--- src/rtl/wand_barrier_pkg.sv ---
package wand_barrier_pkg;
  typedef enum logic [1:0] {
    ST_IDLE_HOLD,
    ST_RELEASED_WAIT,
    ST_RUNNING,
    ST_REASSERT_WAIT
  } bar_state_e;
endpackage

--- src/rtl/wand_line_sync.sv ---
module wand_line_sync #(
  parameter int unsigned STAGES = 2
) (
  input  logic clk_i,
  input  logic rst_ni,
  input  logic d_i,
  output logic q_o
);
  localparam int unsigned LAST = STAGES - 1;

  logic [LAST:0] sreg_q;

  // line is held low by this participant in reset, so clear to 0
  always_ff @(posedge clk_i or negedge rst_ni) begin
    if (!rst_ni) sreg_q <= '0;
    else         sreg_q <= {sreg_q[LAST-1:0], d_i};
  end

  assign q_o = sreg_q[LAST];

  assert_sync_one_step_R3: assert property (@(posedge clk_i) disable iff (!rst_ni)
    sreg_q[0] == $past(d_i) || $past(!rst_ni));
endmodule

--- src/rtl/wand_barrier_fsm.sv ---
module wand_barrier_fsm
  import wand_barrier_pkg::*;
(
  input  logic clk_i,
  input  logic rst_ni,
  input  logic ready_i,
  input  logic done_i,
  input  logic sense_i,
  output logic pull_en_no,
  output logic proceed_o
);
  bar_state_e state_q, state_d;
  logic       proceed_q;

  always_comb begin
    state_d = state_q;
    unique case (state_q)
      ST_IDLE_HOLD:     if (ready_i) state_d = ST_RELEASED_WAIT;
      ST_RELEASED_WAIT: if (sense_i) state_d = ST_RUNNING;        // done_i ignored here
      ST_RUNNING:       if (done_i)  state_d = ST_REASSERT_WAIT;
      ST_REASSERT_WAIT: if (!sense_i) state_d = ST_IDLE_HOLD;
      default:          state_d = ST_IDLE_HOLD;
    endcase
  end

  always_ff @(posedge clk_i or negedge rst_ni) begin
    if (!rst_ni) begin
      state_q   <= ST_IDLE_HOLD;
      proceed_q <= 1'b0;
    end else begin
      state_q   <= state_d;
      proceed_q <= (state_q == ST_RELEASED_WAIT) && sense_i;
    end
  end

  assign pull_en_no = (state_q == ST_RELEASED_WAIT) || (state_q == ST_RUNNING);
  assign proceed_o  = proceed_q;

  assert_release_on_ready_R2: assert property (@(posedge clk_i) disable iff (!rst_ni)
    (state_q == ST_IDLE_HOLD && ready_i) |=> pull_en_no);

  assert_proceed_single_R4: assert property (@(posedge clk_i) disable iff (!rst_ni)
    proceed_o |=> !proceed_o);

  assert_proceed_needs_line_R4: assert property (@(posedge clk_i) disable iff (!rst_ni)
    $rose(proceed_o) |-> $past(sense_i));

  assert_early_done_ignored_R5: assert property (@(posedge clk_i) disable iff (!rst_ni)
    (state_q == ST_RELEASED_WAIT && !sense_i && done_i) |=> pull_en_no);

  assert_reassert_on_done_R6: assert property (@(posedge clk_i) disable iff (!rst_ni)
    (state_q == ST_RUNNING && done_i) |=> !pull_en_no);

  assert_hold_until_low_R7: assert property (@(posedge clk_i) disable iff (!rst_ni)
    (state_q == ST_REASSERT_WAIT && sense_i) |=> !pull_en_no);
endmodule

--- src/rtl/wand_barrier_ctrl.sv ---
module wand_barrier_ctrl #(
  parameter int unsigned SYNC_STAGES = 2
) (
  input  logic clk_i,
  input  logic rst_ni,
  input  logic ready_i,
  input  logic done_i,
  input  logic line_i,
  output logic pull_en_no,
  output logic proceed_o
);
  logic sense_s;

  wand_line_sync #(.STAGES(SYNC_STAGES)) u_sync (
    .clk_i  (clk_i),
    .rst_ni (rst_ni),
    .d_i    (line_i),
    .q_o    (sense_s)
  );

  wand_barrier_fsm u_fsm (
    .clk_i      (clk_i),
    .rst_ni     (rst_ni),
    .ready_i    (ready_i),
    .done_i     (done_i),
    .sense_i    (sense_s),
    .pull_en_no (pull_en_no),
    .proceed_o  (proceed_o)
  );

  assert_reset_holds_line_R1: assert property (@(posedge clk_i)
    !rst_ni |-> (!pull_en_no && !proceed_o));
endmodule

--- config.mk ---
export PLATFORM = sky130hd
export DESIGN_NAME = wand_barrier_ctrl
export DESIGN_NICKNAME = d
export VERILOG_FILES = /design/src/rtl/wand_barrier_pkg.sv /design/src/rtl/wand_line_sync.sv /design/src/rtl/wand_barrier_fsm.sv /design/src/rtl/wand_barrier_ctrl.sv
export SDC_FILE = /design/constraint.sdc
export NUM_CORES = 1
export LEC_CHECK = 0
export BUFFER_PORTS_ARGS = -buffer_cell sky130_fd_sc_hd__buf_2
export CORE_AREA = 2 2 39 41
export CTS_BUF_LIST = sky130_fd_sc_hd__clkbuf_8
export DETAILED_ROUTE_END_ITERATION = 10
export DIE_AREA = 0 0 41 43
export GPL_ROUTABILITY_DRIVEN = 0
export MAX_ROUTING_LAYER = met4
export SLEW_MARGIN = 10
export SYNTH_ARGS = -nofsm -noshare
export SYNTH_HDL_FRONTEND = slang
export SYNTH_SLANG_ARGS = --single-unit
--- constraint.sdc ---
create_clock -name clk_i -period 4.15 [get_ports clk_i]
set_input_delay 0.415 -clock clk_i [delete_from_list [all_inputs] [get_ports clk_i]]
set_output_delay 0.415 -clock clk_i [all_outputs]
set_load 0.005 [all_outputs]
==> results of run 1 <==
[per-layer routing]
layer  up-vias  share of wire, %
li1         82                 -
met1        74                46
met2        11                41
met3         0                13
met4         0                 0
met5         -                 0
[path summary, 6_finish.rpt]
check / depth (start not counted) / end
max in group asynchronous: 2 / u_fsm.state_q[1]$_DFFE_PN0P_
setup reg to reg: 5 / u_fsm.state_q[1]$_DFFE_PN0P_
setup / recovery: 3 / pull_en_no
hold reg to reg: 0 / u_sync.sreg_q[1]$_DFF_PN0_
hold / removal: 1 / u_sync.sreg_q[0]$_DFF_PN0_
min in group asynchronous: 2 / u_fsm.proceed_o$_DFF_PN0_
[kinds of logic after synthesis]
group                    after synthesis
AO/OA/AOI/OAI                          2
AND/OR/NAND/NOR                        2
multiplexers                           2
flip-flops                             5
buffers and inverters                  4
adder cells (fa/ha/maj)                4
[Yosys cell counts]
cell type | n | area share (%)
sky130_fd_sc_hd__mux2i_1 | 1 | 4.0
sky130_fd_sc_hd__ha_1 | 4 | 20
sky130_fd_sc_hd__and2_2 | 1 | 3.0
sky130_fd_sc_hd__mux2_4 | 1 | 6.0
sky130_fd_sc_hd__o221ai_2 | 1 | 6.0
sky130_fd_sc_hd__dfrtp_1 | 5 | 50
sky130_fd_sc_hd__a21boi_0 | 1 | 3.0
sky130_fd_sc_hd__nand3_1 | 1 | 2.0
sky130_fd_sc_hd__inv_1 | 4 | 6.0
[sequential cells by signal, indices dropped and copies added (netlist names)]
name	flops
u_fsm.state_q	2
u_fsm.proceed_o	1
u_sync.sreg_q	2
[timing repair]
action	4_1_cts	5_1_grt
endpoints found under the hold margin	3	0
setup buffers	0	0
setup endpoints to repair	0	0
hold buffers	1	0
[worst reg2reg max path, cell delays in order (launching register included)]
cell and delay (ps):
sky130_fd_sc_hd__dfrtp_1 400, sky130_fd_sc_hd__inv_1 80, sky130_fd_sc_hd__ha_1 190, sky130_fd_sc_hd__mux2i_1 220, sky130_fd_sc_hd__o221ai_2 160, sky130_fd_sc_hd__mux2_4 310
[cell type report]
| cell class | instances | area, µm² |
|---|---|---|
| clock inverter | 1 | 3.754 |
| fill | 150 | 1028 |
| sequential | 5 | 125.1 |
| clock buffer | 3 | 41.29 |
| tap | 16 | 20.02 |
| timing repair buffer | 7 | 40.04 |
| multi-input combinational | 10 | 110.1 |
| inverter | 4 | 15.01 |
[power breakdown]
group	internal [mW]	switching, mW	total (mW)
combinational	0.0571	0.0489	0.106
clock	0.0634	0.0233	0.0867
sequential	0.0639	0.0123	0.0762
total	0.184	0.0846	0.269
==> reports/qor.log, run 1 <==
[setup_path] stage delay of the slowest cell on the critical path 370 ps
[sta] post-route clock period utilization 37.44%
[cells_and_area] fraction of final layout cells with drive strength greater than 1 40.00%
[sta] fmax 643.6 MHz
[sta] final total negative setup slack 0 ps
[setup_path] Setup crit end kind output port
[place] count of input and output buffers 6
[logic_synthesis] Post-Synthesis Cells 19
[grt] wire length of the first global-routing pass 724 µm
[die] die boundary height 43 µm
[logic_synthesis] Synth Area in Simple Gates 5.000%
[cells_and_area] commonest non-fill, non-tap cell in the layout sky130_fd_sc_hd__buf_2
[clocking] TritonCTS clock tree done
[drt] wire length after detailed routing 455 µm
[sta] Final Hold Viols 0
[job] reported max-cap violation count 0
[grt] met1 track demand over resource in global routing 9.211%
[grt] largest net degree at the start of global routing 6
[logic_synthesis] share of the synthesized area in compound gates (AO/OA/AOI/OAI) 9.000%
[cells_and_area] non-filler cells, final 46
[pwr] Power Total 0.2689 mW
[drt] via count 167
[setup_path] cell family with most CP delay flip-flops
[logic_synthesis] average cell area after synthesis 13.17 µm²
[logic_synthesis] xor-xnor portion of the synthesized cell area 0%
[setup_path] data arrival time of the critical path 1140 ps
[die] I/O pin count 7
[die] std cell rows 14
[place] standard cell area after detailed placement 300.3 µm²
[grt] met2 usage 6.563%
[grt] initial antenna violation count 0
[setup_path] setup slack of the worst register-to-register path 2670 ps
[drt] 1st-pass router iterations 2
[sta] worst clock skew 1.443 ps
[clocking] maximum level of the CTS H-tree 1
[grt] met3 track demand over resource 6.283%
[logic_synthesis] post-synth net total 28
[setup_path] startpoint of the worst register-to-register path u_fsm.state_q[1]$_DFFE_PN0P_
[setup_path] Crit Path Max Fanout 3
[cells_and_area] most frequent cells in the layout sky130_fd_sc_hd__buf_2, sky130_fd_sc_hd__inv_1, sky130_fd_sc_hd__dfrtp_1, sky130_fd_sc_hd__ha_1, sky130_fd_sc_hd__clkbuf_8
[sta] Max Transition Viols Final 0
[sta] Final WS setup 2596 ps
[setup_path] Worst Path Required 3730 ps
[pwr] standby leakage power 0.1891 nW
[cells_and_area] Net count, final 40
[setup_path] category of the most critical setup path reg2out
[cells_and_area] Final Instance Area 355.3 µm²
[clocking] Worst-Skew Late Latency 220 ps
[logic_synthesis] dominant combinational cell family by area after synthesis adder cells
[logic_synthesis] fraction of synthesized area in multiplexers 10.00%
[grt] busiest layer in global routing met1
[sta] transition time at the pin with the least slew margin 250.9 ps
[worst_hold_path] Hold Path Origin line_i
[drt] detail-routed net length per standard cell 9.891 µm
[clocking] number of clock buffers inserted by TritonCTS 3
[grt] overall global routing resource usage 6.943%
[logic_synthesis] register bit total from synthesis 5
[drt] DRC violation total after the first TritonRoute iteration 4
[logic_synthesis] count of distinct cell types in the synthesized netlist 9
[pwr] power per unit of standard cell area 756.7 mW/mm²
[grt] gr ovfl total 0
[drt] via density per instance 3.630
[sta] worst slew margin relative to its limit 82.80%
[worst_hold_path] type of the worst min-delay path in2reg
[die] die outline width 41 µm
[status] status completed
[sta] Worst Hold Margin 309.1 ps
[setup_path] slowest stage cell on the critical path sky130_fd_sc_hd__dfrtp_1
[setup_path] cell-by-cell trace of the critical path inv_1 -> ha_1 -> buf_2
[cells_and_area] number of diodes added for antenna fixing 0
[clocking] maximum clock insertion buffer count 2
[logic_synthesis] Syn Std Cell Area 250.2 µm²
[logic_synthesis] sequential element share of the synthesized area 50.00%
[grt] vias in the first global route 156
[sta] time the worst path needs with I/O delays and setup 1554 ps
[cells_and_area] utilization after layout 25.68%
[place] Cells after DPL 41
[setup_path] CP startpoint u_fsm.state_q[0]$_DFFE_PN0P_
[drt] number of remaining DRC errors 0
[die] die footprint 0.001763 mm²
[setup_path] sort of element at the start of the critical path register
[pwr] IR drop worst, VDD 0.2297 mV
[cells_and_area] area added between synthesis and finish 42.00%
[logic_synthesis] Yosys warning count 0
[clocking] clock transition at the registers of the reported paths 40 ps
[sta] unrepaired setup endpoints after global routing false
[sta] final setup vio count 0
[place] Setup WS pre-CTS 2689 ps
[die] Initial Utilization 18.08%
[die] core area 0.001384 mm²
[setup_path] combined buffer and inverter count along the critical path 2
[drt] DRT antenna net count 0
[clocking] buffer cell driving the clock tree root sky130_fd_sc_hd__clkbuf_8
[logic_synthesis] adder-cell share of the synthesized area 20.00%
[clocking] Sinks on Clock Net 5
[clocking] total of cells resized after clock tree synthesis 0
Note: power is estimated with default switching activity, not from simulation.
==> inputs of run 2 (changes only) <==
Clock period 4.15 ns to 1.5 ns, I/O delays scaled along.
==> run 2 against run 1 <==
Compared with the run above:
- worst hold slack got worse by 260 ps
- combinational power increased to 3.0 times the previous value
- first-iteration DRC count decreased by 100%
- non-clock buffer count increased by 1
- sequential share of layout area decreased by 0.86 points
- clock power increased to 2.7 times the previous value
- global-route usage decreased by 0.21 points
- core utilization increased by 0.90 points
- die area unchanged
- critical path depth increased by 2
- worst setup slack got worse by 2500 ps
- clock skew about the same
- largest cell class unchanged
- largest power group unchanged
==> reports/qor.log, run 2 (synthesized netlist as in run 1, its figures left out) <==
[grt] gr ovfl total 0 [unchanged]
[setup_path] combined buffer and inverter count along the critical path 1 [-1]
[sta] final total negative setup slack 0 ps [unchanged]
[die] die footprint 0.001763 mm² [unchanged]
[grt] overall global routing resource usage 6.729% [-0.21 points]
[sta] final setup vio count 0 [unchanged]
[pwr] fraction of power spent switching nets 30.67% [-0.77 points]
[clocking] TritonCTS clock tree done
[drt] DRT antenna net count 0 [unchanged]
[status] status completed
[drt] DRC violation total after the first TritonRoute iteration 0 [-4]
[setup_path] sort of element at the start of the critical path register
[setup_path] Setup crit end kind register
[die] die outline width 41 µm [unchanged]
[place] count of input and output buffers 6 [unchanged]
[setup_path] slowest stage cell on the critical path sky130_fd_sc_hd__dfrtp_2
[grt] wire length of the first global-routing pass 683 µm [-5.7%]
[die] die boundary height 43 µm [unchanged]
[drt] detail-routed net length per standard cell 9.234 µm [-6.6%]
[grt] largest net degree at the start of global routing 6 [unchanged]
[setup_path] stage delay of the slowest cell on the critical path 390 ps [+20 ps]
[worst_hold_path] type of the worst min-delay path in2reg
[setup_path] category of the most critical setup path reg2reg
[clocking] maximum clock insertion buffer count 2 [unchanged]
[setup_path] Worst Path Required 1600 ps [-2130 ps]
[drt] 1st-pass router iterations 1 [-1]
[job] reported max-cap violation count 0 [unchanged]
[sta] time the worst path needs with I/O delays and setup 1429 ps
[drt] wire length after detailed routing 434 µm [-4.6%]
[pwr] IR drop worst, VDD 0.6754 mV [+190%]
[sta] Final WS setup 71.44 ps [-2525 ps]
[cells_and_area] number of diodes added for antenna fixing 0 [unchanged]
[clocking] Sinks on Clock Net 5 [unchanged]
[sta] Max Transition Viols Final 0 [unchanged]
[pwr] standby leakage power 0.1895 nW [+0.18%]
[die] I/O pin count 7 [unchanged]
[sta] unrepaired setup endpoints after global routing false
[sta] post-route clock period utilization 95.24%
[die] std cell rows 14 [unchanged]
[sta] transition time at the pin with the least slew margin 230.1 ps [-20.79 ps]
[clocking] buffer cell driving the clock tree root sky130_fd_sc_hd__clkbuf_8
[cells_and_area] most frequent cells in the layout sky130_fd_sc_hd__buf_2, sky130_fd_sc_hd__inv_1, sky130_fd_sc_hd__ha_1, sky130_fd_sc_hd__dfrtp_1, sky130_fd_sc_hd__clkbuf_8
[setup_path] Crit Path Max Fanout 4 [+1]
[die] core area 0.001384 mm² [unchanged]
[pwr] P_sw 0.2367 mW [+180%]
[cells_and_area] fraction of final layout cells with drive strength greater than 1 51.61% [+12 points]
[pwr] sequential power share 27.9% [-0.4 points]
[sta] Final Hold Viols 0 [unchanged]
[setup_path] cell family with most CP delay multiplexers
[drt] number of remaining DRC errors 0 [unchanged]
[cells_and_area] commonest non-fill, non-tap cell in the layout sky130_fd_sc_hd__buf_2
[clocking] maximum level of the CTS H-tree 1 [unchanged]
[grt] initial antenna violation count 0 [unchanged]
[drt] via count 168 [+0.60%]
[die] Initial Utilization 18.08% [unchanged]
[setup_path] data arrival time of the critical path 1530 ps [+390 ps]
[pwr] combinational group share of total power 41.3% [+1.9 points]
[cells_and_area] Net count, final 41 [+2.5%]
[place] Setup WS pre-CTS 22.25 ps [-2666 ps]
[sta] Worst Hold Margin 45.89 ps [-263.2 ps]
[pwr] Int Power 0.5351 mW [+190%]
[sta] worst slew margin relative to its limit 84.36% [+1.6 points]
[sta] fmax 700.0 MHz
[clocking] number of clock buffers inserted by TritonCTS 3 [unchanged]
[drt] via density per instance 3.574 [-1.5%]
[setup_path] cell-by-cell trace of the critical path inv_2 -> ha_1 -> mux2i_2 -> o221ai_2 -> mux2_4
[sta] worst clock skew 1.855 ps [+0.4116 ps]
[grt] vias in the first global route 172 [+10%]
[pwr] fraction of power consumed by the clock network 30.8% [-1.4 points]
[cells_and_area] area added between synthesis and finish 47.00%
[cells_and_area] utilization after layout 26.58% [+0.90 points]
[clocking] clock transition at the registers of the reported paths 40 ps [about the same]
[pwr] power per unit of standard cell area 2098 mW/mm² [+180%]
[place] Detail Placement HPWL 299.9 µm
[clocking] Worst-Skew Late Latency 220 ps [about the same]
==> run 2: cell types whose count changed in the layout (fill, tap and decap cells not counted) <==
cell | previous run | this run
sky130_fd_sc_hd__mux2i_2 | 0 | 1
sky130_fd_sc_hd__buf_4 | 0 | 1
sky130_fd_sc_hd__mux2i_1 | 1 | 0
sky130_fd_sc_hd__inv_1 | 5 | 4
sky130_fd_sc_hd__dfrtp_1 | 5 | 4
sky130_fd_sc_hd__dfrtp_2 | 0 | 1
sky130_fd_sc_hd__inv_2 | 0 | 1
==> run 2: cell type report <==
type	instances	area [µm²]
Tap cell	16	20.02
Sequential cell	5	126.4
Clock inverter	1	3.754
Multi-Input combinational cell	10	113.9
Clock buffer	3	41.29
Inverter	4	15.01
Fill cell	149	1016
Timing Repair Buffer	8	47.55
==> run 2: metal layers <==
metal | global-route usage (%) | vias up | wire length [µm] | share of wire (%)
met1 | 7.213 | 75 | 207 | 48
met2 | 7.813 | 9 | 175 | 40
met5 | - | - | 0 | 0
met4 | 4.000 | 0 | 0 | 0
li1 | - | 84 | - | -
met3 | 6.283 | 0 | 51 | 12
==> run 2: final timing paths <==
check                                             startpoint                           end  slack [ps]  cells past startpoint
worst min register to register    u_sync.sreg_q[0]$_DFF_PN0_    u_sync.sreg_q[1]$_DFF_PN0_         360                      0
worst min-delay path                                  line_i    u_sync.sreg_q[0]$_DFF_PN0_          50                      1
worst max register to register  u_fsm.state_q[1]$_DFFE_PN0P_  u_fsm.state_q[1]$_DFFE_PN0P_          70                      5
worst max-delay path            u_fsm.state_q[1]$_DFFE_PN0P_  u_fsm.state_q[1]$_DFFE_PN0P_          70                      5
max in group asynchronous                             rst_ni  u_fsm.state_q[1]$_DFFE_PN0P_        1080                      2
min in group asynchronous                             rst_ni     u_fsm.proceed_o$_DFF_PN0_         280                      2
==> run 2: power groups by stage <==
stage          Combinational, mW  Sequential, mW  Clock [mW]
3_5_place_dp               0.286           0.213           0
4_1_cts                    0.291           0.211       0.247
2_1_floorplan              0.218           0.203           0
5_1_grt                    0.358           0.222       0.255
6_report                   0.319           0.215       0.238
3_3_place_gp               0.284           0.211           0
==> run 2: metrics by stage <==
stage / total power, mW / std cells / cell area, µm²
final: 0.7718 / 47 / 367.9
after CTS: 0.7488 / 46 / 355.3
after detailed placement: 0.4987 / 41 / 300.3
after floorplan: 0.4212 / 19 / 250.2
after global routing: 0.8351 / 47 / 367.9
after global placement: 0.4952 / 41 / 300.3
==> run 2: what timing repair did <==
| item | 4_1_cts | 5_1_grt |
|---|---|---|
| resized for setup | 0 | 3 |
| buffers inserted | 0 | 1 |
| hold buffers | 1 | 0 |
| hold endpoints to repair | 5 | 0 |
| setup endpoints to repair | 0 | 1 |
==> inputs of run 3 (changes only) <==
Settings changed: SYNTH_HIERARCHICAL set to 1.
==> run 3 against run 2 <==
Compared with the run above:
- sequential power decreased by 4%
- register-to-register slack improved by 50 ps
- flip-flop and latch count unchanged
- combinational power increased by 13%
- critical path depth unchanged
- total power increased by 4.1%
- synthesized cell count increased by 5.3%
- cell count increased by 4.3%
- largest cell class unchanged
==> reports/qor.log, run 3 <==
[cells_and_area] utilization after layout 27.76% [+1.2 points]
[setup_path] slowest stage cell on the critical path sky130_fd_sc_hd__dfrtp_1
[sta] Final WS setup 126.2 ps [+54.72 ps]
[die] die boundary height 43 µm [unchanged]
[setup_path] CP startpoint u_fsm/state_q[1]$_DFFE_PN0P_
[grt] overall global routing resource usage 7.150% [+0.42 points]
[place] standard cell area after detailed placement 314.1 µm² [+4.6%]
[drt] 1st-pass router iterations 2 [+1]
[clocking] Sinks on Clock Net 5 [unchanged]
[die] Initial Utilization 19.08% [+0.99 points]
[logic_synthesis] average cell area after synthesis 13.20 µm² [+0.22%]
[sta] worst clock skew 2.793 ps [+0.9383 ps]
[logic_synthesis] count of flip-flops with a built-in enable after synthesis 0 [unchanged]
[setup_path] Setup crit end kind register
[clocking] number of clock buffers inserted by TritonCTS 3 [unchanged]
[grt] gr ovfl total 0 [unchanged]
[place] Cells after DPL 42 [+2.4%]
[place] count of input and output buffers 6 [unchanged]
[logic_synthesis] register bit total from synthesis 5 [unchanged]
[sta] Final Hold Viols 0 [unchanged]
[worst_hold_path] type of the worst min-delay path in2reg
[setup_path] Worst Path Required 1600 ps [about the same]
[sta] unrepaired setup endpoints after global routing false
[place] Setup WS pre-CTS 68.87 ps [+46.61 ps]
[sta] Worst Hold Margin 44.93 ps [-0.9636 ps]
[pwr] IR drop worst, VDD 0.7279 mV [+7.8%]
[drt] number of remaining DRC errors 0 [unchanged]
[drt] wire length after detailed routing 428 µm [-1.4%]
[pwr] power per unit of standard cell area 2092 mW/mm² [-0.28%]
[logic_synthesis] post-synth net total 30 [+7.1%]
[cells_and_area] commonest non-fill, non-tap cell in the layout sky130_fd_sc_hd__buf_2
[sta] Max Transition Viols Final 0 [unchanged]
[clocking] Worst-Skew Late Latency 220 ps [about the same]
[logic_synthesis] share of flip-flops with an asynchronous set or reset 100.0% [unchanged]
[setup_path] Crit Path Max Fanout 3 [-1]
[cells_and_area] area added between synthesis and finish 45.50%
[logic_synthesis] library cell occupying the most area in the post-synthesis netlist sky130_fd_sc_hd__dfrtp_1
[clocking] buffer cell driving the clock tree root sky130_fd_sc_hd__clkbuf_8
[cells_and_area] non-filler cells, final 49 [+4.3%]
[sta] transition time at the pin with the least slew margin 186.4 ps [-43.64 ps]
[setup_path] Worst R2R Path Depth 5 [unchanged]
[pwr] fraction of power consumed by the clock network 29.5% [-1.3 points]
[drt] DRT antenna net count 0 [unchanged]
[setup_path] startpoint of the worst register-to-register path u_fsm/state_q[1]$_DFFE_PN0P_
[logic_synthesis] area share of the leading cell type in the synthesized netlist 47.39% [-2.6 points]
[cells_and_area] Net count, final 44 [+7.3%]
[die] die outline width 41 µm [unchanged]
[sta] final setup vio count 0 [unchanged]
[setup_path] stage delay of the slowest cell on the critical path 360 ps [-30 ps]
[sta] time the worst path needs with I/O delays and setup 1374 ps [-54.72 ps]
[pwr] standby leakage power 0.2069 nW [+9.2%]
[job] reported max-cap violation count 0 [unchanged]
[clocking] clock transition at the registers of the reported paths 40 ps [about the same]
[status] status completed
[logic_synthesis] dominant register cell in the synthesized netlist sky130_fd_sc_hd__dfrtp_1
[place] Detail Placement HPWL 303.8 µm [+1.3%]
[pwr] combinational group share of total power 44.9% [+3.6 points]
[cells_and_area] most frequent cells in the layout sky130_fd_sc_hd__buf_2, sky130_fd_sc_hd__ha_1, sky130_fd_sc_hd__dfrtp_1, sky130_fd_sc_hd__inv_1, sky130_fd_sc_hd__clkbuf_8
[logic_synthesis] sequential element share of the synthesized area 47.39% [-2.6 points]
[sta] fmax 727.9 MHz [+4.0%]
[grt] initial antenna violation count 0 [unchanged]
[logic_synthesis] Post-Synthesis Cells 20 [+1]
[setup_path] category of the most critical setup path reg2reg
[clocking] TritonCTS clock tree done
[pwr] Int Power 0.5574 mW [+4.2%]
[sta] post-route clock period utilization 91.59% [-3.6 points]
[grt] wire length of the first global-routing pass 669 µm [-2.0%]
[drt] via density per instance 3.490 [-2.4%]
[setup_path] setup slack of the worst register-to-register path 130 ps [+50 ps]
[drt] DRC violation total after the first TritonRoute iteration 1 [+1]
[setup_path] sort of element at the start of the critical path register
[cells_and_area] Final Instance Area 384.1 µm² [+4.4%]
[setup_path] worst setup path end u_fsm/state_q[1]$_DFFE_PN0P_
[die] core area 0.001384 mm² [unchanged]
[sta] worst slew margin relative to its limit 87.22% [+2.9 points]
[pwr] sequential power share 25.6% [-2.3 points]
[logic_synthesis] cell types occupying the most area after synthesis sky130_fd_sc_hd__dfrtp_1, sky130_fd_sc_hd__ha_1, sky130_fd_sc_hd__mux2i_1
[drt] via count 171 [+1.8%]
[die] I/O pin count 7 [unchanged]
[setup_path] data arrival time of the critical path 1470 ps [-60 ps]
[pwr] fraction of power spent switching nets 30.64% [about the same]
[logic_synthesis] count of distinct cell types in the synthesized netlist 8 [-1]
[clocking] maximum level of the CTS H-tree 1 [unchanged]
[logic_synthesis] Syn Std Cell Area 264.0 µm² [+5.5%]
[setup_path] RR Endpoint u_fsm/state_q[1]$_DFFE_PN0P_
[logic_synthesis] commonest cells in the synthesized netlist sky130_fd_sc_hd__dfrtp_1, sky130_fd_sc_hd__ha_1, sky130_fd_sc_hd__inv_1, sky130_fd_sc_hd__mux2i_1
[sta] final total negative setup slack 0 ps [unchanged]
[drt] detail-routed net length per standard cell 8.735 µm [-5.4%]
[logic_synthesis] Yosys warning count 6 [+6]
[setup_path] cell-by-cell trace of the critical path inv_1 -> ha_1 -> mux2i_1 -> o221ai_2 -> mux2_4
[die] std cell rows 14 [unchanged]
[pwr] Power Total 0.8036 mW [+4.1%]
[pwr] P_sw 0.2462 mW [+4.0%]
[grt] largest net degree at the start of global routing 6 [unchanged]
[grt] vias in the first global route 162 [-5.8%]
[cells_and_area] fraction of final layout cells with drive strength greater than 1 45.45% [-6.2 points]
[die] die footprint 0.001763 mm² [unchanged]
[cells_and_area] number of diodes added for antenna fixing 0 [unchanged]
[clocking] maximum clock insertion buffer count 2 [unchanged]
## run 3: worst max-delay path: cells and delay by family, from the launching register on
kind	cells	cell delay, ps
DFF	1	360
adders and majority gates	1	190
muxes	2	490
AOI/OAI and AO/OA	1	140
buffers and inverters	1	80
## run 3: per-layer routing
layer  part of all wire (%)  GRT usage [%]  wire length [µm]
met5                      0              -                 0
met4                      0          4.000                 0
met3                     15          9.424                63
met2                     37          6.563               158
met1                     48          7.895               206
## run 3: timing repair
item,in CTS,in global routing
endpoints found under the setup margin,0,1
resized for setup,0,1
setup buffers,0,2
hold endpoints to repair,5,0
hold buffers,1,0
## run 3: how the worst min path moves through the flow
stage / to / slack, ps / start / cells after the start
floorplan: u_fsm/proceed_o$_DFF_PN0_ / -150 / rst_ni / 0
global placement: u_fsm/proceed_o$_DFF_PN0_ / -30 / rst_ni / 1
detailed placement: u_fsm/proceed_o$_DFF_PN0_ / -30 / rst_ni / 1
CTS: u_sync/sreg_q[0]$_DFF_PN0_ / 40 / line_i / 1
global route: u_sync/sreg_q[0]$_DFF_PN0_ / 40 / line_i / 1
finish: u_sync/sreg_q[0]$_DFF_PN0_ / 40 / line_i / 1
## run 3: cell type report
| class | instances | area, µm² |
|---|---|---|
| fillers | 147 | 999.7 |
| repair buffers | 9 | 55.05 |
| inverters | 4 | 15.01 |
| clock buffers | 3 | 41.29 |
| well taps | 16 | 20.02 |
| clock inverters | 1 | 3.754 |
| flip-flops and latches | 5 | 125.1 |
| multi-input cells | 11 | 123.9 |
## run 3: power by group through the flow
stage	logic [mW]	clock network [mW]	registers, mW
after floorplan	0.237	0	0.203
after global placement	0.316	0	0.210
after detailed placement	0.306	0	0.211
after CTS	0.311	0.246	0.210
after global routing	0.402	0.253	0.214
final	0.361	0.237	0.206
## run 3: cell families (layout without fill, tap and decap cells)
logic type	count (synthesis)	after routing	share of synthesized area (%)
multiplexers	3	3	13.27
flip-flops	5	5	47.39
adder cells (fa/ha/maj)	5	5	23.70
buffers and inverters	4	17	5.686
AO/OA/AOI/OAI	1	1	5.686
AND/OR/NAND/NOR	2	2	4.265
